`src/rtl/wbcPkg.sv`:
```
package wbcPkg;
  typedef enum logic [1:0] {sIdle, sLookup, sWaitBuf, sFill} ctlState_t;

  typedef struct packed {
    logic reqLoad;     // capture the processor request
    logic setPend;     // store hit: mark dirty, park word in pending store
    logic vicCopy;     // move dirty victim into eviction buffer
    logic installMem;  // install block returned by next level
    logic installWb;   // install block taken back from eviction buffer
    logic drainDone;   // eviction buffer written out
  } dpStrobe_t;
endpackage

```
`src/rtl/wbcDatapath.sv`:
```
module wbcDatapath import wbcPkg::*; #(
  parameter int ADDR_W = 12,
  parameter int DATA_W = 32,
  parameter int WORDS  = 4,
  parameter int SETS   = 8
) (
  input  logic                      clk,
  input  logic                      rstN,
  input  dpStrobe_t                 stb,
  input  logic                      cpuWrite,
  input  logic [ADDR_W-1:0]         cpuAddr,
  input  logic [DATA_W-1:0]         cpuWdata,
  input  logic                      memWrite,
  input  logic [DATA_W*WORDS-1:0]   memRdata,
  output logic                      hit,
  output logic                      victimDirty,
  output logic                      wbFull,
  output logic                      wbHit,
  output logic                      reqWrite,
  output logic [DATA_W-1:0]         rdData,
  output logic [ADDR_W-$clog2(WORDS)-1:0] memAddr,
  output logic [DATA_W*WORDS-1:0]   memWdata
);
  localparam int OFF_W  = $clog2(WORDS);
  localparam int IDX_W  = $clog2(SETS);
  localparam int TAG_W  = ADDR_W - OFF_W - IDX_W;
  localparam int BLK_W  = ADDR_W - OFF_W;
  localparam int LINE_W = DATA_W * WORDS;

  logic [TAG_W-1:0]  tagArr  [SETS];
  logic [LINE_W-1:0] dataArr [SETS];
  logic [SETS-1:0]   validArr, dirtyArr;

  logic [ADDR_W-1:0] reqAddr;
  logic [DATA_W-1:0] reqWdata;
  logic              pendValid;
  logic [ADDR_W-1:0] pendAddr;
  logic [DATA_W-1:0] pendData;
  logic [BLK_W-1:0]  wbBlk;
  logic [LINE_W-1:0] wbData;

  logic [OFF_W-1:0]  reqOff, pendOff;
  logic [IDX_W-1:0]  reqIdx, pendIdx;
  logic [TAG_W-1:0]  reqTag;
  logic [BLK_W-1:0]  reqBlk;

  assign reqOff  = reqAddr[OFF_W-1:0];
  assign reqIdx  = reqAddr[OFF_W +: IDX_W];
  assign reqTag  = reqAddr[ADDR_W-1 -: TAG_W];
  assign reqBlk  = reqAddr[ADDR_W-1:OFF_W];
  assign pendOff = pendAddr[OFF_W-1:0];
  assign pendIdx = pendAddr[OFF_W +: IDX_W];

  assign hit         = validArr[reqIdx] && (tagArr[reqIdx] == reqTag);
  assign victimDirty = validArr[reqIdx] && dirtyArr[reqIdx];
  assign wbHit       = wbFull && (wbBlk == reqBlk);
  assign rdData      = (pendValid && pendAddr == reqAddr) ? pendData
                       : dataArr[reqIdx][reqOff*DATA_W +: DATA_W];
  assign memAddr     = memWrite ? wbBlk : reqBlk;
  assign memWdata    = wbData;

  // request, pending store and eviction buffer control state
  always_ff @(posedge clk) begin
    if (!rstN) begin
      reqAddr   <= '0;
      reqWrite  <= 1'b0;
      reqWdata  <= '0;
      pendValid <= 1'b0;
      pendAddr  <= '0;
      pendData  <= '0;
      wbFull    <= 1'b0;
      wbBlk     <= '0;
      validArr  <= '0;
      dirtyArr  <= '0;
    end else begin
      if (stb.reqLoad) begin
        reqAddr  <= cpuAddr;
        reqWrite <= cpuWrite;
        reqWdata <= cpuWdata;
      end
      pendValid <= stb.setPend;
      if (stb.setPend) begin
        pendAddr         <= reqAddr;
        pendData         <= reqWdata;
        dirtyArr[reqIdx] <= 1'b1;
      end
      if (stb.vicCopy) begin
        wbFull <= 1'b1;
        wbBlk  <= {tagArr[reqIdx], reqIdx};
      end else if (stb.installWb || stb.drainDone) begin
        wbFull <= 1'b0;
      end
      if (stb.installMem || stb.installWb) begin
        validArr[reqIdx] <= 1'b1;
        dirtyArr[reqIdx] <= stb.installWb;
      end
    end
  end

  // storage without reset: tags, block data, buffer data
  always_ff @(posedge clk) begin
    if (pendValid)
      dataArr[pendIdx][pendOff*DATA_W +: DATA_W] <= pendData;
    if (stb.vicCopy)
      wbData <= dataArr[reqIdx];
    if (stb.installMem) begin
      dataArr[reqIdx] <= memRdata;
      tagArr[reqIdx]  <= reqTag;
    end else if (stb.installWb) begin
      dataArr[reqIdx] <= wbData;
      tagArr[reqIdx]  <= reqTag;
    end
  end
endmodule

```
`src/rtl/wbcControl.sv`:
```
module wbcControl import wbcPkg::*; (
  input  logic      clk,
  input  logic      rstN,
  input  logic      cpuValid,
  input  logic      hit,
  input  logic      victimDirty,
  input  logic      wbFull,
  input  logic      wbHit,
  input  logic      reqWrite,
  input  logic      memDone,
  output dpStrobe_t stb,
  output logic      cpuReady,
  output logic      cpuRespValid,
  output logic      memReq,
  output logic      memWrite
);
  ctlState_t state, nxtState;
  logic vicDone, wbBusy, fillReq, drainGo;

  always_comb begin
    stb          = '0;
    nxtState     = state;
    cpuReady     = 1'b0;
    cpuRespValid = 1'b0;
    fillReq      = 1'b0;
    unique case (state)
      sIdle: begin
        cpuReady = 1'b1;
        if (cpuValid) begin
          stb.reqLoad = 1'b1;
          nxtState    = sLookup;
        end
      end
      sLookup: begin
        if (hit) begin
          cpuRespValid = 1'b1;
          cpuReady     = 1'b1;
          stb.setPend  = reqWrite;
          if (cpuValid) stb.reqLoad = 1'b1;
          else          nxtState    = sIdle;
        end else if (victimDirty && wbFull) begin
          nxtState = sWaitBuf;
        end else begin
          nxtState = sFill;
        end
      end
      sWaitBuf: begin
        if (!wbFull) nxtState = sFill;
      end
      sFill: begin
        stb.vicCopy = !vicDone && victimDirty;
        if (!wbBusy && wbHit) begin
          stb.installWb = 1'b1;
          nxtState      = sLookup;
        end else if (!wbBusy) begin
          fillReq = 1'b1;
          if (memDone) begin
            stb.installMem = 1'b1;
            nxtState       = sLookup;
          end
        end
      end
      default: nxtState = sIdle;
    endcase
    drainGo       = wbFull && !wbBusy &&
                    ((state == sIdle && !cpuValid) || state == sWaitBuf);
    stb.drainDone = wbBusy && memDone;
    memReq        = wbBusy || fillReq;
    memWrite      = wbBusy;
  end

  always_ff @(posedge clk) begin
    if (!rstN) begin
      state   <= sIdle;
      vicDone <= 1'b0;
      wbBusy  <= 1'b0;
    end else begin
      state   <= nxtState;
      vicDone <= (state == sFill && nxtState == sFill) ? (vicDone || stb.vicCopy) : 1'b0;
      if (drainGo)            wbBusy <= 1'b1;
      else if (stb.drainDone) wbBusy <= 1'b0;
    end
  end
endmodule

```
`src/rtl/wbCacheCtl.sv`:
```
module wbCacheCtl import wbcPkg::*; #(
  parameter int ADDR_W = 12,
  parameter int DATA_W = 32,
  parameter int WORDS  = 4,
  parameter int SETS   = 8
) (
  input  logic                          clk,
  input  logic                          rstN,
  input  logic                          cpuValid,
  input  logic                          cpuWrite,
  input  logic [ADDR_W-1:0]             cpuAddr,
  input  logic [DATA_W-1:0]             cpuWdata,
  output logic                          cpuReady,
  output logic                          cpuRespValid,
  output logic [DATA_W-1:0]             cpuRdata,
  output logic                          memReq,
  output logic                          memWrite,
  output logic [ADDR_W-$clog2(WORDS)-1:0] memAddr,
  output logic [DATA_W*WORDS-1:0]       memWdata,
  input  logic                          memDone,
  input  logic [DATA_W*WORDS-1:0]       memRdata
);
  localparam int BLK_W = ADDR_W - $clog2(WORDS);

  dpStrobe_t stb;
  logic hit, victimDirty, wbFull, wbHit, reqWrite;

  wbcControl i_ctl (
    .clk, .rstN, .cpuValid, .hit, .victimDirty, .wbFull, .wbHit, .reqWrite,
    .memDone, .stb, .cpuReady, .cpuRespValid, .memReq, .memWrite
  );

  wbcDatapath #(.ADDR_W(ADDR_W), .DATA_W(DATA_W), .WORDS(WORDS), .SETS(SETS)) i_dp (
    .clk, .rstN, .stb, .cpuWrite, .cpuAddr, .cpuWdata, .memWrite, .memRdata,
    .hit, .victimDirty, .wbFull, .wbHit, .reqWrite, .rdData(cpuRdata),
    .memAddr, .memWdata
  );
endmodule

```
`config.mk`:
```
export PLATFORM = sky130hd
export DESIGN_NAME = wbCacheCtl
export DESIGN_NICKNAME = d
export VERILOG_FILES = /design/src/rtl/wbcPkg.sv /design/src/rtl/wbcDatapath.sv /design/src/rtl/wbcControl.sv /design/src/rtl/wbCacheCtl.sv
export SDC_FILE = /design/constraint.sdc
export NUM_CORES = 2
export LEC_CHECK = 0
export ABC_AREA = 0
export BUFFER_PORTS_ARGS = -buffer_cell sky130_fd_sc_hd__buf_4
export CORE_ASPECT_RATIO = 0.75
export CORE_MARGIN = 3
export CORE_UTILIZATION = 23
export CTS_CLUSTER_DIAMETER = 50
export CTS_CLUSTER_SIZE = 30
export DETAILED_ROUTE_END_ITERATION = 10
export PLACE_DENSITY = 0.34
export SLEW_MARGIN = 20
export SYNTH_ARGS = -nofsm -noshare
export SYNTH_HDL_FRONTEND = slang
export SYNTH_SLANG_ARGS = --single-unit
```
`constraint.sdc`:
```
create_clock -name clk -period 6.78 [get_ports clk]
set_clock_uncertainty 0.05 [all_clocks]
set_input_delay 1.695 -clock clk [delete_from_list [all_inputs] [get_ports clk]]
set_output_delay 1.695 -clock clk [all_outputs]
set_load 0.01 [all_outputs]
```
==> out/metrics.cfg <==
[global_routing]
grt_pass1_wl_mm = 401
overflow = 0
grt_pass1_vias = 44900
gr-usage-all-layers = 0.199
grt_max_degree = 188
antenna_found_initial = 18

[yosys]
synth_top_area_frac = 0.559
ys_seq_area_frac = 0.597
synth_seq_cells = 1332
ys.flop_type = edfxtp_1
ys_async_sr_fraction = 0
yosys.area.top_type = edfxtp_1
ys_top_cells_by_area = edfxtp_1 (56%), mux4_2 (9.4%), o21ai_0 (8.3%)
synth_most_common_cell = edfxtp_1
ys_top_cells_by_count = edfxtp_1 (1,208), o21ai_0 (1,074), nand3_1 (1,038)
ys_types = 48
synth_fp_nets = 5391
synth_area_um2 = 64900
syn_area_per_cell_um2 = 12.5
synth_edf_count = 1208
syn_inst = 5209
yosys_warnings = 0

[cells_and_area]
area_growth_pct = 21.7
nets = 5505
finalInstanceArea_um2 = 78900
drive_gt1_frac = 0.256
fin_cells = 9218
fill_cells = 28400

[die]
core-area_um2 = 280000
dieArea_um2 = 289000
boundaryPins = 351
start_util = 0.232
fp.dieW_um = 619
core.rowCount = 168
die_h_um = 466

[route]
drtAntennaViolNets = 0
drtIter0Drc = 5643
drc = 0
drt_first_pass_iters = 6
via_count = 46400
via_per_inst = 5.03
drt-wirelength-per-cell_um = 31.9
routed_wl_mm = 294

[place]
placed_area_um2 = 72300
io_buffers = 350
gp_congestion = 0.755
place_inst = 8870
hpwl_mm = 182

[power_and_ir_drop]
switching_share = 0.243
power_frac_clock = 0.508
p_sw_uw = 5100
irDropWorstVdd_uv = 157
p_int_uw = 15900
seqPwrFrac = 0.426
combPwrFrac = 0.066
p_leak_uw = 0.0242
powerDensity_nw_per_um2 = 266

[cts]
htreeDepth = 4
cts_buffer_depth = 4
hold_buffers = 0
cts_root_buf = clkbuf_16
cts_resized = 0
numClockSinks = 1332
postCtsSetupRepairBufs = 0
clk_latency_ns = 0.85
cts_buffers = 190
cts.clk_slew.worst_paths_ns = 0.06
cts_tree = yes

[worst_setup_path]
crit_path_max_fanout = 19
start_kind = register
cp.required_ns = 5.04
path_class = reg2out
worstPathArrival_ns = 4.30
end_kind = output pin

[timing]
fin_crit_sh = 0.892
fin_tns_setup_ns = 0
relSlewSlack = 0.135
drv_slew = 0
hold_viol = 0
rsz0062_at_grt = no
fmax_mhz = 165
post-route-min-period_ns = 6.05
setup_viol = 0
worstMarginPinSlew_ns = 1.30

[hold_path]
hold_start = i_dp.reqWdata[17]
hold_path.class = reg2reg

[outcome]
outcome = completed

[flow_run]
drv_cap = 0

[worst max-delay path, stage by stage (launching register included)]
cell     delay [ns]
dfxtp_4        0.68
buf_12         0.32
buf_4          0.29
mux4_2         0.53
mux2i_1        0.27
xor2_1         0.24
nand4_1        0.29
or2_2          0.44
a21oi_1        0.21
buf_4          0.15
[through the flow]
stage | total power (uW) | hold slack (ns) | utilization | setup slack, ns
3_3_place_gp | 10500 | 0.388 | 0.258 | 1.14
4_1_cts | 21300 | 0.388 | 0.282 | 0.581
2_1_floorplan | 9790 | 0.372 | - | 0.603
5_1_grt | 21600 | 0.418 | 0.282 | 0.464
6_report | 21000 | 0.386 | 0.282 | 0.730
3_5_place_dp | 10500 | 0.394 | 0.258 | 1.53
[layout make-up]
class | instances | area (um^2) | share of cell area
clock inverter | 121 | 1600 | 0.0203
timing repair buffer | 559 | 4660 | 0.0590
antenna | 9 | 22.5 | 0.000285
multi-input combinational | 3227 | 24100 | 0.306
inverter | 13 | 51.3 | 0.000650
tap | 3740 | 4680 | 0.0593
clock buffer | 217 | 4980 | 0.0631
sequential | 1332 | 38800 | 0.492
[cell families after synthesis]
logic type,Yosys count,share of synthesized area
buffers and inverters,650,0.0390
xor gates and xnor gates,29,0.00392
and+or+nand+nor,1274,0.0975
AOI/OAI and AO/OA,1242,0.101
DFF,1332,0.597
muxes,677,0.160
adders and majority gates,5,0.000964
[power by group through the flow]
stage	combinational [uW]	sequential [uW]	clock (uW)
detailed placement	1420	9120	0
CTS	1420	8940	10900
finish	1390	8940	10700
global route	1470	8940	11200
global placement	1420	9120	0
floorplan	700	9090	0
[cells in the final DEF, fill, tap and decap left out, drive strengths merged, types with 9 or more instances in the layout]
cell type and n:
inv 47, nand3 1038, diode 9, nor2 44, mux2 170, o21ai 1078, bufinv 29, buf 559
xor2 11, clkbuf 217, edfxtp 1208, dfxtp 124, xnor2 18, clkinv 42, a21oi 42, and3 47
clkinvlp 16, o21a 56, a21boi 44, mux2i 235, nand2 107, mux4 272
[routing by layer]
layer  share of wire  vias up  GRT usage
met5        0.000044        -          0
met4           0.017        2     0.0350
met3           0.058      285     0.0284
met2            0.47     1659      0.320
met1            0.46    24100      0.286
li1                -    20300          -
[registers in the layout, indices dropped and copies added, names as in the netlist, 2 cells and up, named ones only]
name / count
i_dp.reqAddr: 12
i_dp.tagArr: 56
i_ctl.state: 2
i_dp.wbBlk: 10
i_dp.pendData: 32
i_dp.pendAddr: 12
i_dp.validArr: 8
i_dp.memWdata: 128
i_dp.dirtyArr: 8
i_dp.reqWdata: 32
i_dp.dataArr: 1024
[worst paths after layout]
check,end,slack [ns],cells past startpoint
worst max-delay path,cpuReady,0.73,9
worst min-delay path,i_dp.pendData[17],0.39,2
worst max register to register,i_dp.pendData[12],2.39,10
worst min register to register,i_dp.pendData[17],0.39,2
(Power assumes the default switching activity.)
